### src/rtl/gpio_bank_pkg.sv
package gpio_bank_pkg;

   localparam int unsigned GB_ADDR_W = 2;

   typedef enum logic [GB_ADDR_W-1:0] {
      GB_REG_DIR  = 2'd0,
      GB_REG_PIN  = 2'd1,
      GB_REG_OUT  = 2'd2,
      GB_REG_NONE = 2'd3
   } gb_reg_e;

endpackage

### src/rtl/gpio_bank_sync.sv
module gpio_bank_sync #(
   parameter int unsigned WIDTH  = 7,
   parameter int unsigned STAGES = 2
) (
   input  logic             clk,
   input  logic             rst_n,
   input  logic [WIDTH-1:0] d_in,
   output logic [WIDTH-1:0] d_out
);

   initial begin
      assert (STAGES >= 2) else $error("gpio_bank_sync: STAGES must be at least 2");
   end

   logic [WIDTH-1:0] stage_q [STAGES];

   generate
      for (genvar s = 0; s < STAGES; s++) begin : g_stage
         if (s == 0) begin : g_first
            always_ff @(posedge clk or negedge rst_n) begin
               if (!rst_n) stage_q[s] <= '0;
               else        stage_q[s] <= d_in;
            end
         end else begin : g_next
            always_ff @(posedge clk or negedge rst_n) begin
               if (!rst_n) stage_q[s] <= '0;
               else        stage_q[s] <= stage_q[s-1];
            end

            AST_SYNC_SHIFT: assert property (@(posedge clk) disable iff (!rst_n)
               1'b1 |=> stage_q[s] == $past(stage_q[s-1]));
         end
      end
   endgenerate

   assign d_out = stage_q[STAGES-1];

endmodule

### src/rtl/gpio_bank_regs.sv
module gpio_bank_regs
   import gpio_bank_pkg::*;
#(
   parameter int unsigned WIDTH   = 7,
   parameter logic [WIDTH-1:0] DIR_RST = '1,
   parameter logic [WIDTH-1:0] OUT_RST = '0
) (
   input  logic                 clk,
   input  logic                 rst_n,
   input  logic [GB_ADDR_W-1:0] addr,
   input  logic                 wr,
   input  logic [WIDTH-1:0]     wdata,
   input  logic [WIDTH-1:0]     pin_val,
   output logic [WIDTH-1:0]     dir_q,
   output logic [WIDTH-1:0]     lat_q,
   output logic [WIDTH-1:0]     rdata
);

   gb_reg_e sel;
   logic    dir_we;
   logic    lat_we;

   assign sel    = gb_reg_e'(addr);
   assign dir_we = wr && (sel == GB_REG_DIR);
   assign lat_we = wr && ((sel == GB_REG_PIN) || (sel == GB_REG_OUT));

   always_ff @(posedge clk or negedge rst_n) begin
      if (!rst_n)      dir_q <= DIR_RST;
      else if (dir_we) dir_q <= wdata;
   end

   always_ff @(posedge clk or negedge rst_n) begin
      if (!rst_n)      lat_q <= OUT_RST;
      else if (lat_we) lat_q <= wdata;
   end

   always_comb begin
      unique case (sel)
         GB_REG_DIR: rdata = dir_q;
         GB_REG_PIN: rdata = pin_val;
         GB_REG_OUT: rdata = lat_q;
         default:    rdata = '0;
      endcase
   end

   AST_DIR_LOAD: assert property (@(posedge clk) disable iff (!rst_n)
      (wr && addr == GB_REG_DIR) |=> dir_q == $past(wdata));

   AST_LAT_LOAD: assert property (@(posedge clk) disable iff (!rst_n)
      (wr && (addr == GB_REG_PIN || addr == GB_REG_OUT)) |=> lat_q == $past(wdata));

   AST_SPARE_INERT: assert property (@(posedge clk) disable iff (!rst_n)
      (wr && addr == GB_REG_NONE) |=> ($stable(dir_q) && $stable(lat_q)));

endmodule

### src/rtl/gpio_bank_pins.sv
module gpio_bank_pins #(
   parameter int unsigned WIDTH     = 7,
   parameter int unsigned OD_BIT    = 4,
   parameter int unsigned GATED_BIT = 6
) (
   input  logic [WIDTH-1:0] dir,
   input  logic [WIDTH-1:0] lat,
   input  logic             osc_en,
   input  logic [WIDTH-1:0] ana_eff,
   input  logic [WIDTH-1:0] sync_in,
   output logic [WIDTH-1:0] oe,
   output logic [WIDTH-1:0] out,
   output logic [WIDTH-1:0] pin_val
);

   logic [WIDTH-1:0] gate;

   generate
      for (genvar i = 0; i < WIDTH; i++) begin : g_pin
         if (i == OD_BIT) begin : g_od
            assign oe[i]   = ~dir[i] & ~lat[i];
            assign out[i]  = 1'b0;
            assign gate[i] = 1'b1;
         end else if (i == GATED_BIT) begin : g_gated
            assign oe[i]   = ~dir[i] & osc_en;
            assign out[i]  = lat[i];
            assign gate[i] = osc_en;
         end else begin : g_plain
            assign oe[i]   = ~dir[i];
            assign out[i]  = lat[i];
            assign gate[i] = 1'b1;
         end
      end
   endgenerate

   assign pin_val = sync_in & ~ana_eff & gate;

endmodule

### src/rtl/gpio_bank.sv
module gpio_bank
   import gpio_bank_pkg::*;
#(
   parameter int unsigned WIDTH       = 7,
   parameter int unsigned OD_BIT      = 4,
   parameter int unsigned GATED_BIT   = 6,
   parameter int unsigned SYNC_STAGES = 2
) (
   input  logic                 clk,
   input  logic                 rst_n,
   input  logic [GB_ADDR_W-1:0] bus_addr,
   input  logic                 bus_wr,
   input  logic [WIDTH-1:0]     bus_wdata,
   output logic [WIDTH-1:0]     bus_rdata,
   input  logic [WIDTH-1:0]     ana_sel,
   input  logic                 osc_io_en,
   input  logic [WIDTH-1:0]     pad_in,
   output logic [WIDTH-1:0]     pad_oe,
   output logic [WIDTH-1:0]     pad_out
);

   localparam logic [WIDTH-1:0] ONE_W       = {{(WIDTH-1){1'b0}}, 1'b1};
   localparam logic [WIDTH-1:0] DIGITAL_FIX = (ONE_W << OD_BIT) | (ONE_W << GATED_BIT);

   initial begin
      assert (WIDTH >= 2) else $error("gpio_bank: WIDTH too small");
      assert (OD_BIT < WIDTH) else $error("gpio_bank: OD_BIT out of range");
      assert (GATED_BIT < WIDTH) else $error("gpio_bank: GATED_BIT out of range");
      assert (OD_BIT != GATED_BIT) else $error("gpio_bank: OD_BIT and GATED_BIT collide");
   end

   logic [WIDTH-1:0] dir_q;
   logic [WIDTH-1:0] lat_q;
   logic [WIDTH-1:0] pin_sync;
   logic [WIDTH-1:0] pin_val;
   logic [WIDTH-1:0] ana_eff;

   assign ana_eff = ana_sel & ~DIGITAL_FIX;

   gpio_bank_sync #(.WIDTH(WIDTH), .STAGES(SYNC_STAGES)) u_sync (
      .clk   (clk),
      .rst_n (rst_n),
      .d_in  (pad_in),
      .d_out (pin_sync)
   );

   gpio_bank_regs #(.WIDTH(WIDTH)) u_regs (
      .clk     (clk),
      .rst_n   (rst_n),
      .addr    (bus_addr),
      .wr      (bus_wr),
      .wdata   (bus_wdata),
      .pin_val (pin_val),
      .dir_q   (dir_q),
      .lat_q   (lat_q),
      .rdata   (bus_rdata)
   );

   gpio_bank_pins #(.WIDTH(WIDTH), .OD_BIT(OD_BIT), .GATED_BIT(GATED_BIT)) u_pins (
      .dir     (dir_q),
      .lat     (lat_q),
      .osc_en  (osc_io_en),
      .ana_eff (ana_eff),
      .sync_in (pin_sync),
      .oe      (pad_oe),
      .out     (pad_out),
      .pin_val (pin_val)
   );

   generate
      for (genvar i = 0; i < WIDTH; i++) begin : g_chk
         AST_HIZ_ON_INPUT: assert property (@(posedge clk) disable iff (!rst_n)
            dir_q[i] |-> !pad_oe[i]);
      end
   endgenerate

   AST_OD_LOW_ONLY: assert property (@(posedge clk) disable iff (!rst_n)
      pad_oe[OD_BIT] |-> (!pad_out[OD_BIT] && !lat_q[OD_BIT]));

   AST_GATED_QUIET: assert property (@(posedge clk) disable iff (!rst_n)
      !osc_io_en |-> !pad_oe[GATED_BIT]);

   AST_ANALOG_ZERO: assert property (@(posedge clk) disable iff (!rst_n)
      (bus_addr == GB_REG_PIN) |-> ((bus_rdata & ana_eff) == '0));

endmodule

### config.mk
export PLATFORM = sky130hd
export DESIGN_NAME = gpio_bank
export DESIGN_NICKNAME = d
export VERILOG_FILES = /design/src/rtl/gpio_bank_pkg.sv /design/src/rtl/gpio_bank_sync.sv /design/src/rtl/gpio_bank_regs.sv /design/src/rtl/gpio_bank_pins.sv /design/src/rtl/gpio_bank.sv
export SDC_FILE = /design/constraint.sdc
export NUM_CORES = 1
export LEC_CHECK = 0
export BUFFER_PORTS_ARGS = -buffer_cell sky130_fd_sc_hd__buf_2
export CAP_MARGIN = 20
export CORE_ASPECT_RATIO = 1.5
export CORE_UTILIZATION = 27
export CTS_BUF_LIST = sky130_fd_sc_hd__clkbuf_4
export DETAILED_ROUTE_END_ITERATION = 7
export GPL_ROUTABILITY_DRIVEN = 0
export SLEW_MARGIN = 20
export SYNTH_ARGS = -nofsm -noshare
export SYNTH_HDL_FRONTEND = slang
export SYNTH_SLANG_ARGS = --single-unit
### constraint.sdc
create_clock -name clk -period 1.6 [get_ports clk]
set_clock_uncertainty 0.15 [all_clocks]
set_input_delay 0.24 -clock clk [delete_from_list [all_inputs] [get_ports clk]]
set_output_delay 0.24 -clock clk [all_outputs]
set_load 0.005 [all_outputs]
# Yosys cells after proc, flatten, opt, wreduce, memory -nomap -nowiden
# Cells that the tools add are included.
[totals] ff_bits=28 input_bits=27 output_inout_bits=21 word_cells=24
[classes] n_eq_ne=2 n_mux=1 bitwise_logic=13 reduce_logical=4
[ops] operator="one-hot mux 7 bit (3 select lines)" count=1
[ops] operator="AND 7 bit" count=2
[ops] operator="inverter 1 bit" count=8
[ops] operator="inverter 6 -> 7 bit" count=1
[ops] operator="AND 1 bit" count=2
[ops] operator="equality test 2 x 1 -> 1 bit (second input constant)" count=1
[ops] operator="equality test 2 bit (second input constant)" count=1
[ops] operator="logical AND 1 bit" count=2
[ops] operator="logical NOT 2 bit" count=1
[ops] operator="logical OR 1 bit" count=1

# Longest topological paths before layout
# Gate-level depths: netlist of the first run.
[depth] depth_word=4 depth_mapped=5

# Cells and area by module
# Synthesis of the first run repeated with hierarchy kept, for this count alone.
[unflattened] hier_cells=95 hier_area_um2=1233.7
[by_module_without_submodules] module="gpio_bank_regs" instances=1 cells_each=51 area_per_inst_um2=695.7 seq_area_each_um2=359.1
[by_module_without_submodules] module="gpio_bank_sync" instances=1 cells_each=21 area_per_inst_um2=402.9 seq_area_each_um2=350.3
[by_module_without_submodules] module="gpio_bank_pins" instances=1 cells_each=22 area_per_inst_um2=131.4 seq_area_each_um2=0.0
[by_module_without_submodules] module="gpio_bank" instances=1 cells_each=1 area_per_inst_um2=3.8 seq_area_each_um2=0.0

# Least setup slack after synthesis of the first run
# OpenSTA, ideal clock, no wires.
[synth_timing] path_type="input -> output" start="input bus_addr[0]" end="output bus_rdata[4]" arrival_ns=0.979 path_slack_ns=0.231 cell_stages=5 n_path_buf=1 cell_sequence="inv_1 -> ha_1 -> buf_4 -> a222oi_1 -> nor2_1"
[synth_between] elab_chain_cells=2 word_cells_on_any_way=4
[synth_rtl] item="start: declaration" line_no="gpio_bank.sv:11" source="input logic [GB_ADDR_W-1:0] bus_addr,"
[synth_rtl] item="equality test 2 bit, or another cell as far along" line_no="gpio_bank_regs.sv:38" source="unique case (sel)"
[synth_rtl] item="one-hot mux 7 bit (3 select lines) *" line_no="gpio_bank_regs.sv:38"
[synth_rtl] item="end: declaration" line_no="gpio_bank.sv:14" source="output logic [WIDTH-1:0] bus_rdata,"
# Mark *: on every way between the ends. The rest lies on a longest branch, timed or not.

# Final worst setup path of the first run
[layout_timing] start="input bus_addr[1]" end="output bus_rdata[4]"
# The elaborated chain is that of the path after synthesis.

==> results.txt, run 1 <==
The final reports fail on setup timing. The run gives -29.8 ps as the final worst setup slack. The total I/O pin count came out at 48. Setup repair after global routing could not meet its margin everywhere. The vertical die dimension is 82.9 um, and the clock-pin slew reported for the worst setup and hold paths after clock tree synthesis is 140 ps. In the post-synthesis netlist, the biggest area contributors are sky130_fd_sc_hd__dfrtp_1 45%, sky130_fd_sc_hd__dfstp_2 16%, sky130_fd_sc_hd__mux2_2 13%, sky130_fd_sc_hd__ha_1 5.3%, sky130_fd_sc_hd__buf_4 5.1%. The number of antenna violations at the first check in global routing is 0. The die is 55.9 um wide. The clock period minus final worst setup slack was 1630 ps.

The capturing point of the worst reg2reg path is u_regs.dir_q[3]. The final number of max-transition violations was 0; the mux cell area share after synthesis was 0.134. The post-synthesis simple-gate area fraction works out to 0.0626. The worst hold path begins at bus_wdata[6]. The kind of launch point of the worst setup path is a primary input. The run gives 0.782 nW as the leakage power summed over all cells. The tools report the HPWL after detailed placement as 1820 um. The logs give 0.395 mW for the net load switching power and 848 for the via total after detailed routing. The library cells used most frequently in the layout, excluding fill and tap cells, are 44 x sky130_fd_sc_hd__buf_2, 21 x sky130_fd_sc_hd__dfrtp_1, 14 x sky130_fd_sc_hd__mux2_2. Adder and majority cell fraction of the synthesized area: 0.0531. The number of nets handed over by synthesis was 119.

The clock network fraction of total power came out at 0.190. The maximum frequency from static timing analysis was 614 MHz; the area of the die was 0.00464 sq mm. The areal power density over the cells is 951 mW/mm^2.

The part of the total power dissipated in sequential elements is 0.564, and the worst-margin pin slew is 593 ps. The clock passes through at most 2 buffers. Dividing the detail-routed wire length by the instance count gives 12.8 um. The mean area per synthesized cell was 13.5 sq um; the via count of the first global-routing pass was 965. For the maximum level of the CTS H-tree, the log shows 1. The run gives 1.16 mW as the internal power. By area, the combinational part of the netlist is dominated by multiplexers.

After layout, the design draws a total of 1.56 mW. The filler cells instantiated in the layout total 425. Cell taking the most area after synthesis: sky130_fd_sc_hd__dfrtp_1. Entering global routing, the biggest net connects 29 pins.

The worst register-to-register path begins at u_regs.dir_q[3]. In this run, the number of DRC markers left after iteration 0 of detailed routing was 17. The first-pass iteration count of the detailed router was 4.

The share of the clock period used by the worst path works out to 1.02. The run gives 709 sq um as the storage element area. The cell at the root of the clock tree was sky130_fd_sc_hd__clkbuf_4. For the worst flop-to-flop path, the logic depth is 2. The number of design rule violations left after detail routing is 0, and the proportion of power drawn by combinational gates is 0.246. The register area share after synthesis is 0.602, and the largest fanout on the critical path is 3. Input and output buffers added on the ports amount to 44. Worst vdd rail ir drop: 0.000646 V. The worst setup path category is in -> out. The critical path arrival was 1240 ps. The run gives 4130 um as the global-route wire length before repair. The effective utilization at floorplan was 0.280; the max-cap check violation count was 0. For flop-to-flop paths, the worst setup slack is 600 ps. The tools report the final setup violation count as 1. The switching power share of the total is 0.253, and the synthesis-to-finish area growth is 39.0%. For the clock latency of the later-clocked register in the worst-skew pair, the log shows 310 ps. The tools report the total global-route track usage as 0.109. The count of nets left with antenna violations once routing finished came out at 0. The leading cell type in the layout, fill and taps excluded is sky130_fd_sc_hd__buf_2. The tools report the type of destination of the critical path as a primary output. Standard cell core area: 0.00421 sq mm. The worst hold path passes through 2 cells.

The fraction of final layout cells sized beyond drive strength 1 was 0.623; the fraction of the mapped netlist area in compound gates was 0.0722. The count of state elements after synthesis was 28; the cell row count was 29. The endpoint required time on the critical path is 1210 ps, and the number of nets in the finished design is 179. The number of hold-slack violations in the final timing report is 0. Total CTS buffers: 3. After global routing the overflow that remains totals 0.

Synthesized instance count: 87. Worst hold path class: in -> reg. Prior to clock tree synthesis, the placed netlist has a worst setup slack of -70.4 ps. Using the TritonRoute via totals, the vias-per-cell ratio works out to 4.42. For this block, the routed nets add up to 2450 um of wire.

TritonCTS built the clock tree. The end point of the most critical hold path is u_regs.lat_q[6]. The tree built by TritonCTS fans out to 28 sinks. Adding up every negative setup slack in the final design gives -29.8 ps.

Proportion of netlist area held by the largest area contributor: 0.446. 0 antenna diodes ended up in the layout. The cell area that synthesis handed to floorplanning was 0.00118 sq mm. The multi-input combinational cells in the finished layout cover a total of 427 sq um. The distinct cell type count after synthesis came out at 16.

Yosys printed 0 warnings. The worst slew margin relative to its limit came out at 0.605. The flow ran to the end, but the final reports show violations.

The xor and xnor area share after synthesis works out to 0.
## critical path, stage by stage
cell	delay (ps)
sky130_fd_sc_hd__buf_2	110
sky130_fd_sc_hd__inv_1	60
sky130_fd_sc_hd__buf_4	130
sky130_fd_sc_hd__ha_2	170
sky130_fd_sc_hd__a222oi_1	310
sky130_fd_sc_hd__nor2_1	80
sky130_fd_sc_hd__buf_2	130
## state kept, by name, indices dropped and copies added (netlist names)
name and cells:
u_regs.dir_q 7, u_regs.lat_q 7, u_sync.d_out 7, u_sync.stage_q 7
## power groups by stage
stage	logic (mW)	registers, mW	clock network [mW]
after CTS	0.363	0.876	0.313
final	0.383	0.879	0.296
after detailed placement	0.298	0.892	0
after global routing	0.424	0.890	0.336
after floorplan	0.191	0.871	0
after global placement	0.292	0.885	0
## area by class of cell
| cell class | count | area share |
|---|---|---|
| Sequential cell | 28 | 0.433 |
| Inverter | 7 | 0.0160 |
| Multi-Input combinational cell | 44 | 0.261 |
| Tap cell | 46 | 0.0351 |
| Clock buffer | 4 | 0.0183 |
| Timing Repair Buffer | 63 | 0.237 |
## repair_timing
action | CTS | global route
buffers inserted | 5 | 2
hold endpoints to repair | 30 | 1
resized for setup | 6 | 5
endpoints found under the setup margin | 6 | 7
hold buffers | 9 | 1
pin swaps | 4 | 6
## cells by family (layout without fill, tap and decap cells)
group | Yosys count | in the layout
fa+ha+maj | 5 | 5
simple gates | 11 | 11
other cells | 1 | 1
mux | 14 | 14
buf+inv | 15 | 74
flops | 28 | 28
compound gates | 13 | 13
## per-layer routing
| layer | routed length (um) | up-vias | global-route usage |
|---|---|---|---|
| met2 | 1320 | 28 | 0.208 |
| met4 | 0 | 0 | 0.0200 |
| met5 | 0 | - | 0 |
| met1 | 1020 | 413 | 0.129 |
| met3 | 114 | 0 | 0.0140 |
| li1 | - | 407 | - |
## cell usage after synthesis, drive strengths merged
cell type and number:
a21oi 6, ha 5, dfstp 7, buf 8, inv 7, nand3 1
nand3b 5, conb 1, nor2 2, nor2b 1, a222oi 1, a22oi 6
dfrtp 21, mux2 14, nand2 2
## through the flow
step                      std cells  cell area (sq um)   util  hold WS, ps
after floorplan                  87               1180      -         -206
after global placement          171               1410  0.335          115
after detailed placement        171               1410  0.335          126
after CTS                       189               1590  0.378         3.77
after global routing            192               1640  0.389         8.46
final                           192               1640  0.389         16.3
## worst max-delay path by stage
stage                    startpoint           end
CTS                 u_regs.dir_q[4]  bus_rdata[4]
detailed placement      bus_addr[0]  bus_rdata[4]
floorplan               bus_addr[0]  bus_rdata[4]
global route        u_regs.dir_q[4]  bus_rdata[4]
global placement        bus_addr[0]  bus_rdata[4]
finish                  bus_addr[1]  bus_rdata[4]
Note: power is estimated with default switching activity, not from simulation.
==> run 2, diff against run 1 <==
CORE_ASPECT_RATIO = 0.5   (was 1.5)
==> run 2 against run 1 <==
The run still ends with setup timing left. Sequential share of layout area down 2.0 points. First-iteration DRC count did not move. Highest routed layer is now met4. Largest power group unchanged. Cell count grew 7.3%.
==> results.txt, run 2 (same netlist as run 1, synthesis figures left out) <==
The tightest min-delay check is of the reg -> reg type. The instance count along the most critical hold path was 0. Leaving out fill and tap cells, the most frequent cells in the layout are 44 x sky130_fd_sc_hd__buf_2, 21 x sky130_fd_sc_hd__dfrtp_1, 15 x sky130_fd_sc_hd__dlygate4sd3_1. The internal power is 1.30 mW, and the count of filler cells inserted in the layout is 402. The final number of max-transition violations was 0; the overflow left after global routing was 0.

Post-detailed-route via-to-cell ratio: 4.12. The net load switching power was 0.405 mW; the clock sink count was 28. Setup repair after global routing could not meet its margin everywhere. For this run, the top clock speed supported by timing is 616 MHz. Row generation in the floorplan step produced 16 rows.

The number of nets in the finished design is 185. Leaving out fill and tap cells, the most frequent cell in the layout is sky130_fd_sc_hd__buf_2. The repair_antennas step left the layout with diodes totalling 0.

The worst vdd rail ir drop was 0.000331 V. The first-pass iteration count of the detailed router was 4; the endpoint required time on the critical path was 1210 ps. The clock latency of the later-clocked register in the worst-skew pair came out at 310 ps. In this run the worst path has a maximum fanout of 2. On the worst path, the slowest cell contributes a delay of 570 ps.

The tools report the initial detailed-routing violation count as 17. For the total global-route track usage, the log shows 0.120. The clock network fraction of total power is 0.266.

Hold is met by 204 ps. After detailed placement, the design holds a cell count of 181. The checks that failed: setup timing.

The synthesis-to-finish area growth was 45.6%; the quantity of I/O buffers inserted on ports was 44. The clock period minus final worst setup slack is 1620 ps. The wire length after detailed routing was 2450 um; the standard cell core area was 0.00404 sq mm. TritonCTS built the clock tree. The logs give 0.511 for the part of the total power dissipated in sequential elements and 1 for the maximum level of the CTS H-tree. The final setup violation count is 5. The worst slew margin relative to its limit is 0.603. The wire length per cell after detailed routing is 11.9 um. The type of destination of the critical path was a primary output.

The critical path goes through a22oi_2, a21oi_1, buf_2. The setup path with the least slack is of type reg -> out. The number of hold-slack violations in the final timing report was 0. The finished layout holds 206 standard cells, fillers aside. The tools report the proportion of power drawn by combinational gates as 0.224. The switching power share of the total works out to 0.237. The share of the clock period used by the worst path is 1.01.

The standard cell with the maximum stage delay on the critical path is sky130_fd_sc_hd__dfstp_2. The fraction of final layout cells sized beyond drive strength 1 was 0.566. The worst-margin pin slew came out at 595 ps. Adding up every negative setup slack in the final design gives -57.4 ps.

In this run the clock root is driven by a sky130_fd_sc_hd__clkbuf_4. Once detail routing completed, the nets flagged for antenna violations numbered 0. The maximum number of buffers from clock root to sink was 2; the number of antenna violations at the first check in global routing was 0. The effective utilization at floorplan came out at 0.291.

The first global-routing pass estimated 4150 um of wire. The final worst setup slack is -23.0 ps. The die covers 0.00465 sq mm. From bottom edge to top edge, the die measures 48.7 um. For the final standard cell utilization of the core, the log shows 0.425. The final route contains 849 vias. In the routed design, unresolved DRC markers number 0. Counting cells, the worst reg-to-reg path comes to 2. The run gives 1230 ps as the critical path arrival. Clock-pin slew was measured on the worst setup and hold paths at 150 ps. Once detailed placement completed, the half-perimeter wirelength came to 1780 um. In this run the power density over the cells is 996 mW/mm^2. Max-cap violations in this run came to 0.

The number of clock buffers added by TritonCTS is 3. The flow ran to the end, but the final reports show violations. The via count of the first global-routing pass is 917, and the total I/O pin count is 48. From left edge to right edge, the die measures 95.4 um. The kind of launch point of the worst setup path is a flip-flop. The leakage power summed over all cells was 0.824 nW; the maximum number of pins on one net before global-route repair was 29.
==> run 2: cell count changes in the layout (fill, tap and decap cells not counted), sizes merged <==
cell and change:
dlygate4sd3 +5, buf +1, bufinv +1, clkbuf -1
==> run 2: final timing paths <==
path                                   startpoint               to  slack, ps
worst min register to register  u_sync.stage_q[9]  u_sync.d_out[2]        200
worst max-delay path              u_regs.dir_q[0]     bus_rdata[0]        -20
worst min-delay path            u_sync.stage_q[9]  u_sync.d_out[2]        200
max in group asynchronous                   rst_n  u_regs.lat_q[2]        630
worst max register to register    u_regs.dir_q[0]  u_regs.dir_q[0]        590
min in group asynchronous                   rst_n  u_sync.d_out[0]        280
==> run 2: repair_timing <==
item,in CTS,in global routing
endpoints found under the hold margin,39,1
setup buffers,6,0
hold buffers,14,1
pin swaps,1,2
setup endpoints to repair,7,8
resized for setup,1,4
==> run 2: per-layer routing <==
layer | track usage | wire length, um | up-vias
met5 | 0 | 0 | -
met4 | 0.0373 | 21 | 0
met3 | 0.0346 | 92 | 2
met2 | 0.215 | 1250 | 19
met1 | 0.138 | 1080 | 406
li1 | - | - | 422
==> run 2: worst max-delay path, delay by kind of cell, from the launching register on <==
| kind | cells | cell delay, ps |
|---|---|---|
| compound gates | 2 | 200 |
| buf+inv | 1 | 130 |
| flops | 1 | 570 |
==> run 2: final cells by class <==
cell class / count / area (sq um) / area share
well taps: 54 / 67.6 / 0.0394
multi-input cells: 44 / 403 / 0.235
flip-flops and latches: 28 / 709 / 0.413
clock buffers: 3 / 22.5 / 0.0131
clock inverters: 1 / 30.0 / 0.0175
repair buffers: 69 / 458 / 0.267
inverters: 7 / 26.3 / 0.0153
==> run 2: power groups by stage <==
stage                     registers, mW  clock network [mW]  logic (mW)
after floorplan                   0.871                   0       0.191
after global placement            0.886                   0       0.296
after detailed placement          0.891                   0       0.301
after CTS                         0.870               0.473       0.379
after global routing              0.886               0.503       0.427
final                             0.874               0.454       0.382
==> run 2: through the flow <==
step	worst slack, ps	power [mW]	cell area [sq um]
floorplan	231	1.06	1180
global placement	12.2	1.18	1450
detailed placement	-3.67	1.19	1450
global route	-101	1.81	1720
finish	-23.0	1.71	1720
CTS	-36.1	1.72	1690
